==> config.mk <==
export PLATFORM = sky130hd
export DESIGN_NAME = irq_pd_router
export DESIGN_NICKNAME = d
export VERILOG_FILES = /design/src/rtl/irq_pd_pkg.sv /design/src/rtl/pin_conditioner.sv /design/src/rtl/pd_filter.sv /design/src/rtl/irq_combiner.sv /design/src/rtl/irq_pd_router.sv
export SDC_FILE = /design/constraint.sdc
export NUM_CORES = 1
export LEC_CHECK = 0
export ABC_AREA = 1
export BUFFER_PORTS_ARGS = -buffer_cell sky130_fd_sc_hd__buf_2
export CORE_AREA = 2 2 52 54
export DETAILED_ROUTE_END_ITERATION = 16
export DIE_AREA = 0 0 54 56
export PLACE_DENSITY = 0.81
export SLEW_MARGIN = 20
export SYNTH_ARGS = -nofsm -noshare
export SYNTH_HDL_FRONTEND = slang
export SYNTH_HIERARCHICAL = 1
export SYNTH_SLANG_ARGS = --single-unit
==> constraint.sdc <==
create_clock -name clk -period 1.93 [get_ports clk]
set_input_delay 0.0965 -clock clk [delete_from_list [all_inputs] [get_ports clk]]
set_output_delay 0.0965 -clock clk [all_outputs]
set_load 0.01 [all_outputs]
==> src/rtl/irq_pd_pkg.sv <==
package irq_pd_pkg;

    localparam int unsigned REG_W     = 32;
    localparam int unsigned NUM_UART  = 2;
    localparam int unsigned NUM_PIN   = 2;

    // bit positions inside the control/status word
    localparam int unsigned B_UIRQ    = 0;
    localparam int unsigned B_PIN     = 2;
    localparam int unsigned B_UMASK   = 16;
    localparam int unsigned B_PMASK   = 18;
    localparam int unsigned B_PDMASK  = 20;
    localparam int unsigned B_STICKY  = 22;
    localparam int unsigned B_ROUTE   = 26;

    typedef enum logic [1:0] {
        FLT_IDLE  = 2'd0,
        FLT_COUNT = 2'd1,
        FLT_FIRED = 2'd2
    } flt_state_t;

    typedef struct packed {
        logic [NUM_PIN-1:0]  route;
        logic                pd_mask;
        logic [NUM_PIN-1:0]  pin_mask;
        logic [NUM_UART-1:0] uart_mask;
    } ctl_t;

endpackage

==> src/rtl/pin_conditioner.sv <==
module pin_conditioner #(
    parameter int unsigned N_PINS = 2
) (
    input  logic [N_PINS-1:0] pin_raw,
    input  logic [N_PINS-1:0] invert,
    output logic [N_PINS-1:0] pin_state
);

    for (genvar i = 0; i < N_PINS; i++) begin : g_pin
        assign pin_state[i] = invert[i] ? ~pin_raw[i] : pin_raw[i];
    end

endmodule

==> src/rtl/pd_filter.sv <==
module pd_filter
    import irq_pd_pkg::*;
#(
    parameter int unsigned PERIOD = 8
) (
    input  logic clk,
    input  logic rst_n,
    input  logic hold,
    output logic fire
);

    localparam int unsigned CNT_W = (PERIOD < 2) ? 1 : $clog2(PERIOD);
    localparam logic [CNT_W-1:0] LAST = CNT_W'(PERIOD - 1);

    flt_state_t       state, state_n;
    logic [CNT_W-1:0] cnt, cnt_n;

    // state register
    always_ff @(posedge clk or negedge rst_n) begin
        if (!rst_n) begin
            state <= FLT_IDLE;
            cnt   <= '0;
        end else begin
            state <= state_n;
            cnt   <= cnt_n;
        end
    end

    // next state
    always_comb begin
        state_n = state;
        cnt_n   = cnt;
        unique case (state)
            FLT_IDLE: begin
                if (hold) begin
                    state_n = FLT_COUNT;
                    cnt_n   = CNT_W'(1);
                end
            end
            FLT_COUNT: begin
                if (!hold) begin
                    state_n = FLT_IDLE;
                    cnt_n   = '0;
                end else if (cnt == LAST) begin
                    state_n = FLT_FIRED;
                    cnt_n   = '0;
                end else begin
                    cnt_n   = cnt + CNT_W'(1);
                end
            end
            FLT_FIRED: begin
                if (!hold) state_n = FLT_IDLE;
            end
            default: begin
                state_n = FLT_IDLE;
                cnt_n   = '0;
            end
        endcase
    end

    // outputs
    always_comb begin
        fire = 1'b0;
        unique case (state)
            FLT_COUNT: fire = hold && (cnt == LAST);
            FLT_IDLE,
            FLT_FIRED: fire = 1'b0;
            default:   fire = 1'b0;
        endcase
    end

    AST_CNT_BOUND: assert property (@(posedge clk) disable iff (!rst_n)
        (state == FLT_COUNT) |-> (cnt != '0) && (cnt <= LAST));
    AST_BREAK_RESTART: assert property (@(posedge clk) disable iff (!rst_n)
        (state != FLT_IDLE) && !hold |=> (state == FLT_IDLE));
    AST_ONE_SHOT: assert property (@(posedge clk) disable iff (!rst_n)
        fire |=> !fire);

endmodule

==> src/rtl/irq_combiner.sv <==
module irq_combiner #(
    parameter int unsigned NUM_UART = 2,
    parameter int unsigned NUM_PIN  = 2
) (
    input  logic                clk,
    input  logic                rst_n,
    input  logic [NUM_UART-1:0] uart_irq,
    input  logic [NUM_UART-1:0] uart_en,
    input  logic [NUM_PIN-1:0]  pin_state,
    input  logic [NUM_PIN-1:0]  pin_en,
    input  logic [NUM_PIN-1:0]  pin_sel,
    output logic [1:0]          fn_irq
);

    logic [NUM_PIN-1:0] to_f0, to_f1;

    for (genvar i = 0; i < NUM_PIN; i++) begin : g_route
        assign to_f0[i] = pin_state[i] & pin_en[i] & ~pin_sel[i];
        assign to_f1[i] = pin_state[i] & pin_en[i] &  pin_sel[i];
    end

    always_ff @(posedge clk or negedge rst_n) begin
        if (!rst_n) begin
            fn_irq <= 2'b00;
        end else begin
            fn_irq[0] <= (|(uart_irq & uart_en)) | (|to_f0);
            fn_irq[1] <= |to_f1;
        end
    end

    AST_MASK_BLOCK: assert property (@(posedge clk) disable iff (!rst_n)
        (uart_en == '0) && (pin_en == '0) |=> (fn_irq == 2'b00));

endmodule

==> src/rtl/irq_pd_router.sv <==
module irq_pd_router
    import irq_pd_pkg::*;
#(
    parameter int unsigned FILTER_CYCLES = 8
) (
    input  logic        clk,
    input  logic        rst_n,
    input  logic [1:0]  uart_irq,
    input  logic [1:0]  uart_pd,
    input  logic [1:0]  gp_pin,
    input  logic [1:0]  gp_invert,
    input  logic        reg_wr,
    input  logic [31:0] reg_wdata,
    output logic [31:0] reg_rdata,
    output logic        fn0_irq,
    output logic        fn1_irq,
    output logic [1:0]  pd_sticky
);

    ctl_t               ctl;
    logic [1:0]         sticky;
    logic [NUM_PIN-1:0] pin_st;
    logic [1:0]         irq_q;
    logic               pd_hold_f0, pd_now_f1, f0_fire;
    logic [1:0]         clr;

    pin_conditioner #(.N_PINS(NUM_PIN)) u_pins (
        .pin_raw   (gp_pin),
        .invert    (gp_invert),
        .pin_state (pin_st)
    );

    // control fields
    always_ff @(posedge clk or negedge rst_n) begin
        if (!rst_n) begin
            ctl <= '0;
        end else if (reg_wr) begin
            ctl.uart_mask <= reg_wdata[B_UMASK  +: NUM_UART];
            ctl.pin_mask  <= reg_wdata[B_PMASK  +: NUM_PIN];
            ctl.pd_mask   <= reg_wdata[B_PDMASK];
            ctl.route     <= reg_wdata[B_ROUTE  +: NUM_PIN];
        end
    end

    // power-down conditions for pin 0
    assign pd_hold_f0 = ctl.pd_mask & ~ctl.route[0] & pin_st[0] & (&uart_pd);
    assign pd_now_f1  = ctl.pd_mask &  ctl.route[0] & pin_st[0];

    pd_filter #(.PERIOD(FILTER_CYCLES)) u_filter (
        .clk   (clk),
        .rst_n (rst_n),
        .hold  (pd_hold_f0),
        .fire  (f0_fire)
    );

    // sticky requests: write-1-to-clear, set wins
    assign clr = reg_wr ? reg_wdata[B_STICKY +: 2] : 2'b00;

    always_ff @(posedge clk or negedge rst_n) begin
        if (!rst_n) begin
            sticky <= 2'b00;
        end else begin
            sticky <= (sticky & ~clr) | {pd_now_f1, f0_fire};
        end
    end

    irq_combiner #(.NUM_UART(NUM_UART), .NUM_PIN(NUM_PIN)) u_comb (
        .clk       (clk),
        .rst_n     (rst_n),
        .uart_irq  (uart_irq),
        .uart_en   (ctl.uart_mask),
        .pin_state (pin_st),
        .pin_en    (ctl.pin_mask),
        .pin_sel   (ctl.route),
        .fn_irq    (irq_q)
    );

    // read word
    always_comb begin
        reg_rdata = '0;
        reg_rdata[B_UIRQ   +: NUM_UART] = uart_irq;
        reg_rdata[B_PIN    +: NUM_PIN]  = pin_st;
        reg_rdata[B_UMASK  +: NUM_UART] = ctl.uart_mask;
        reg_rdata[B_PMASK  +: NUM_PIN]  = ctl.pin_mask;
        reg_rdata[B_PDMASK]             = ctl.pd_mask;
        reg_rdata[B_STICKY +: 2]        = sticky;
        reg_rdata[B_ROUTE  +: NUM_PIN]  = ctl.route;
    end

    assign fn0_irq   = irq_q[0];
    assign fn1_irq   = irq_q[1];
    assign pd_sticky = sticky;

    AST_F1_IMMEDIATE: assert property (@(posedge clk) disable iff (!rst_n)
        pd_now_f1 |=> pd_sticky[1]);
    AST_F0_FILTERED: assert property (@(posedge clk) disable iff (!rst_n)
        $rose(pd_sticky[0]) |-> $past(pd_hold_f0));
    AST_STICKY_KEEP: assert property (@(posedge clk) disable iff (!rst_n)
        !reg_wr && pd_sticky[0] |=> pd_sticky[0]);
    AST_PD_DISABLED: assert property (@(posedge clk) disable iff (!rst_n)
        !ctl.pd_mask && !reg_wr |=> !$rose(pd_sticky[1]) && !$rose(pd_sticky[0]));

endmodule

# Word level (Yosys, flattened, before mapping)
# Cells that the tools add are included.
dict set report word_totals {
  regBits 16
  out_inout_bits 36
  word_cells 57
}
dict set report classes {
  addsub 1
  n_eq_ne 6
  mux 13
  bitwise 21
  n_reduce_logical 8
}
# cell n
set op_table {}
lappend op_table {{AND 1 bit} 11}
lappend op_table {{two-way mux 2 bit} 5}
lappend op_table {{two-way mux 3 bit} 3}
lappend op_table {{one-hot mux 3 bit (3 select lines)} 1}
lappend op_table {{one-hot mux 2 bit (3 select lines)} 1}
lappend op_table {{OR reduction 2 bit} 3}
lappend op_table {{NOT 1 bit} 5}
lappend op_table {{AND 2 bit} 2}
lappend op_table {{AND reduction 2 bit} 2}
lappend op_table {{adder 3 x 1 -> 3 bit, second input constant} 1}
lappend op_table {{equality test 3 bit, second input constant} 1}
lappend op_table {{two-way mux 1 bit} 3}
lappend op_table {{inequality test 3 bit, second input constant} 1}
lappend op_table {{AND reduction 3 bit} 1}
lappend op_table {{equality test 2 x 1 -> 1 bit, second input constant} 1}
lappend op_table {{equality test 2 bit, second input constant} 1}
lappend op_table {{logical NOT 2 bit} 1}
lappend op_table {{inequality test 2 x 1 -> 1 bit, second input constant} 1}
lappend op_table {{inequality test 2 bit, second input constant} 1}
lappend op_table {{NOT 2 bit} 1}
lappend op_table {{OR 2 bit} 1}
lappend op_table {{logical AND 1 bit} 1}
lappend op_table {{OR 1 bit} 1}

# Longest topological paths before layout
dict set report logic_depth {
  word_depth 7
  depth_mapped 9
  depth_no_buf 9
}

# By module
# The synthesis kept the hierarchy.
# mod n_inst cells_each area_each_um2 seq_area_each_um2
set modules_own_cells {}
lappend modules_own_cells {irq_pd_router 1 66 544.3 225.2}
lappend modules_own_cells {pd_filter 1 25 236.5 125.1}
lappend modules_own_cells {irq_combiner 1 14 116.4 50.0}
lappend modules_own_cells {pin_conditioner 1 10 37.5 0.0}

# Least setup slack after synthesis
# OpenSTA, ideal clock, no wires.
dict set report synth_timing {
  path_kind {register to register}
  startpoint {reg ctl (netlist bit reg_rdata[26])}
  endpoint {reg sticky[0] (netlist: pd_sticky[0])}
  setup_ps 65
  arrival_time_ps 1082
  slack_ps 783
  stages_incl_launch_ff 8
  period_less_slack_ps 1147
  path_cell_list {dfrtp_1 > inv_1 > nand2_1 > nor2_1 > nand2_2 > nor2_1 > inv_1 > nand2_1}
}
dict set report synth_via {
  elab_chain_cells 7
}
# element line_no
set synth_lines {}
lappend synth_lines {{start, declared} irq_pd_router.sv:20} ;# ctl_t ctl;
lappend synth_lines {{NOT 1 bit} irq_pd_router.sv:46} ;# assign pd_hold_f0 = ctl.pd_mask & ~ctl.route[0] & pin_st[0] & (&uart_pd);
lappend synth_lines {{AND 1 bit (3 in series)} irq_pd_router.sv:46}
lappend synth_lines {{net pd_hold_f0} irq_pd_router.sv:24} ;# logic pd_hold_f0, pd_now_f1, f0_fire;
lappend synth_lines {{logical AND 1 bit} pd_filter.sv:65} ;# FLT_COUNT: fire = hold && (cnt == LAST);
lappend synth_lines {{two-way mux 1 bit} pd_filter.sv:64} ;# unique case (state)
lappend synth_lines {{net f0_fire} irq_pd_router.sv:24}
lappend synth_lines {{OR 2 bit} irq_pd_router.sv:63} ;# sticky <= (sticky & ~clr) | {pd_now_f1, f0_fire};
lappend synth_lines {{end signal, assigned} irq_pd_router.sv:63}
lappend synth_lines {{end, declared} irq_pd_router.sv:21} ;# logic [1:0] sticky;
# The timed path passes the listed nets, and every way through them passes these cells.
# A chain may end at the register's enable or synchronous reset.

# Worst setup path after layout
# Ends and elaborated chain as after synthesis.

==> results.md <==
* Result of the run: complete, no violations
* DRC Markers at 0
* Max_cap viols at 0
* H-tree depth at 1
* CP Capture Type: flip-flop
* CP cell instances: inv_1 -> nand2_1 -> nor2_1 -> nand2_2 -> nor2_1 -> inv_1 -> nand2_1
* Pwr Density at 655 nW/um^2
* Number of filler cells placed in the layout at 246
* Design Area, Final at 1070 um^2
* Worst-path clk slew at about 0.080 ns
* Fin Hold WS at 0.0304 ns
* Buf/Inv on CP at 2
* ANT cells at 0
* Detail Placement HPWL at 1280 um
* Largest net degree at the start of global routing at 17
* Std-Cell Core Area at around 2400 um^2
* Multi-input logic area at 354 um^2
* Pleak at roughly 0.65 nW
* Setup tns final at 0 ns
* Number of global-route vias before repair at 632
* CTS max path bufs at 2
* Initial Util at about 38%
* Die H at 56 um
* Final setup violation count at 0
* WL per Instance at ~9.1 um
* Fin nets at 196
* Max stage delay on crit path at approximately 0.43 ns
* DRT Wirelength at 1640 um
* Gpl congestion at ~0.71
* Critical path fanouts, max at 5
* Seq cells post-synth at 16
* Pins over their slew limit at 0
* Hold Path Class: primary input to flip-flop
* All-Layer GR Usage at roughly a tenth
* Syn Inst Count at roughly 120
* Critical path type: flip-flop to flip-flop
* Slowest library cell on the worst path: dfrtp_1
* Mux cell area share after synthesis at 0%
* Seq/Total Area, Yosys at 42.8%
* Min-delay src: reg_wdata[26]
* IO Count at 79
* Most frequent cells in the layout: 36 x buf_2, 27 x nand2_1, 19 x conb_1, 16 x inv_1, 16 x dfrtp_1
* Post-Synth Adder-Cell Area at 2.68%
* Synthesized area at between 900 and 1000 um^2
* Post-synth top area cell: dfrtp_1
* DIE AREA at 3020 um^2
* Routed vias/inst at 4.17
* Initial antenna violation count at 0
* Ys Warns at 6
* Vias at 747
* Port Buffer Count at 36
* Fmax at 805 MHz
* Mapped Avg Cell Area at 8.13 um^2
* Pwr Total at 0.700 mW
* Root Driver: clkbuf_4
* Total CTS buffers at 3
* # Post-CTS Setup Buffers at 0
* Worst hold stages at 3
* Die span in x at approximately 54 um
* Final worst path period need at 1.24 ns
* Dpl ws at 0.679 ns
* Final hold vios at 0
* Xor/xnor share of the synthesized area at 0%
* R2R setup slack at 0.69 ns
* Area fraction in compound gates after synthesis at 5.76%
* RR Startpoint: reg_rdata[26]
* FF/Latch Area at approximately 400 um^2
* Simple-Gate Fraction of Synth Area at 21.8%
* Pre-antenna DRT Iters at 4
* Synth top area cells: dfrtp_1 43%, buf_4 18%, nand2_1 11%
* Synthesis-to-layout area growth at 14.3%
* Rows at 18
* Yosys top cell area share at a little over two fifths
* Critical Path RT at approximately 2.2 ns
* Setup WS post-layout at approximately 0.7 ns
* Post-DRT Antenna Nets at 0
* Worst Setup Start Kind: flip-flop
* TritonCTS clock tree: done
* DRT iter0 DRCs at 5
* Largest delay contributor family on the critical path: simple AND/OR/NAND/NOR gates
* RSZ-0062 raised after global routing: no
* CP Data Arrival Time at approximately 1.5 ns
* Worst r2r path cells at 7
* Share of cells above drive strength 1 at a little under a third
* Max IR drop VDD at 354 uV
* Area after DPL at between 1000 and 1500 um^2
* Clock Skew at 0.00235 ns
* Clock latency on the worst-skew pair at 0.27 ns
* Clock Sinks at 16
* Worst Hold End: reg_rdata[26]
* Cell variety after synth at 16
* Main combinational cell family by area after synthesis: buffers and inverters
* Fin crit share at 64.4%
* Crit Reg-Reg Endpoint: pd_sticky[0]
* Total grt overflow at 0
* Most common cell after layout, fill and taps aside: buf_2
* First-pass GRT wire length at approximately 2400 um
[cell type report]
cell class | count | share of cell area [%]
multi-input combinational | 76 | 33.1
tap | 30 | 3.51
inverter | 17 | 5.97
timing repair buffer | 37 | 17.8
clock buffer | 3 | 2.11
sequential | 16 | 37.5
[Yosys cell counts]
| library cell | count |
|---|---|
| dfrtp_1 | 16 |
| nand4_1 | 2 |
| conb_1 | 1 |
| a21oi_1 | 2 |
| inv_1 | 16 |
| o21ai_0 | 7 |
| nand2_1 | 27 |
| nand3_2 | 3 |
| buf_6 | 1 |
| nor2_1 | 5 |
| inv_2 | 1 |
| nand2_2 | 1 |
| o21ai_2 | 1 |
| ha_1 | 2 |
| buf_4 | 23 |
| nand3_1 | 7 |
[tightest hold or removal path: cells and delay by family]
family	cells	cell delay (ns)
AO/OA/AOI/OAI	1	0.06
AND/OR/NAND/NOR	1	0.04
buffers and inverters	1	0.07
[kinds of logic after synthesis]
family,Yosys count
buffers and inverters,41
adders and majority gates,2
DFF,16
AOI/OAI and AO/OA,10
and+or+nand+nor,45
other,1
[routing by layer]
| metal | global-route usage, % | share of wire [%] | vias to the layer above |
|---|---|---|---|
| li1 | - | - | 381 |
| met1 | 11.7 | 41 | 324 |
| met2 | 17.8 | 48 | 40 |
| met3 | 1.88 | 11 | 2 |
| met4 | 6.07 | 0.86 | 0 |
| met5 | 0 | 0 | - |
[where the power goes]
part / switching [mW] / internal (mW)
sequential: 0.0228 / 0.365
combinational: 0.0911 / 0.0582
clock: 0.0903 / 0.0722
[state kept, by name, indices dropped and copies added (netlist names)]
name            count
u_filter/state      2
reg_rdata           7
pd_sticky           2
u_comb/fn_irq       2
u_filter/cnt        3
[how the worst max path moves through the flow]
stage	slack, ns	endpoint	start	cells past startpoint
after floorplan	0.78	pd_sticky[0]	reg_rdata[26]	7
after global placement	0.68	pd_sticky[0]	gp_pin[0]	10
after detailed placement	0.68	u_filter/cnt[1]	gp_pin[0]	9
after CTS	0.69	pd_sticky[0]	reg_rdata[26]	7
after global routing	0.57	pd_sticky[0]	reg_rdata[26]	7
final	0.69	pd_sticky[0]	reg_rdata[26]	7
[timing repair]
item / 4_1_cts / 5_1_grt
resized for setup: 0 / 0
hold endpoints to repair: 16 / 0
hold buffers: 1 / 0
setup endpoints to repair: 0 / 0
[per-stage QoR]
| stage | instances | util [%] |
|---|---|---|
| floorplan | 133 | - |
| global placement | 175 | 42.6 |
| detailed placement | 175 | 42.6 |
| CTS | 179 | 43.9 |
| global route | 179 | 43.9 |
| finish | 179 | 43.9 |
Note: power is estimated with default switching activity, not from simulation.
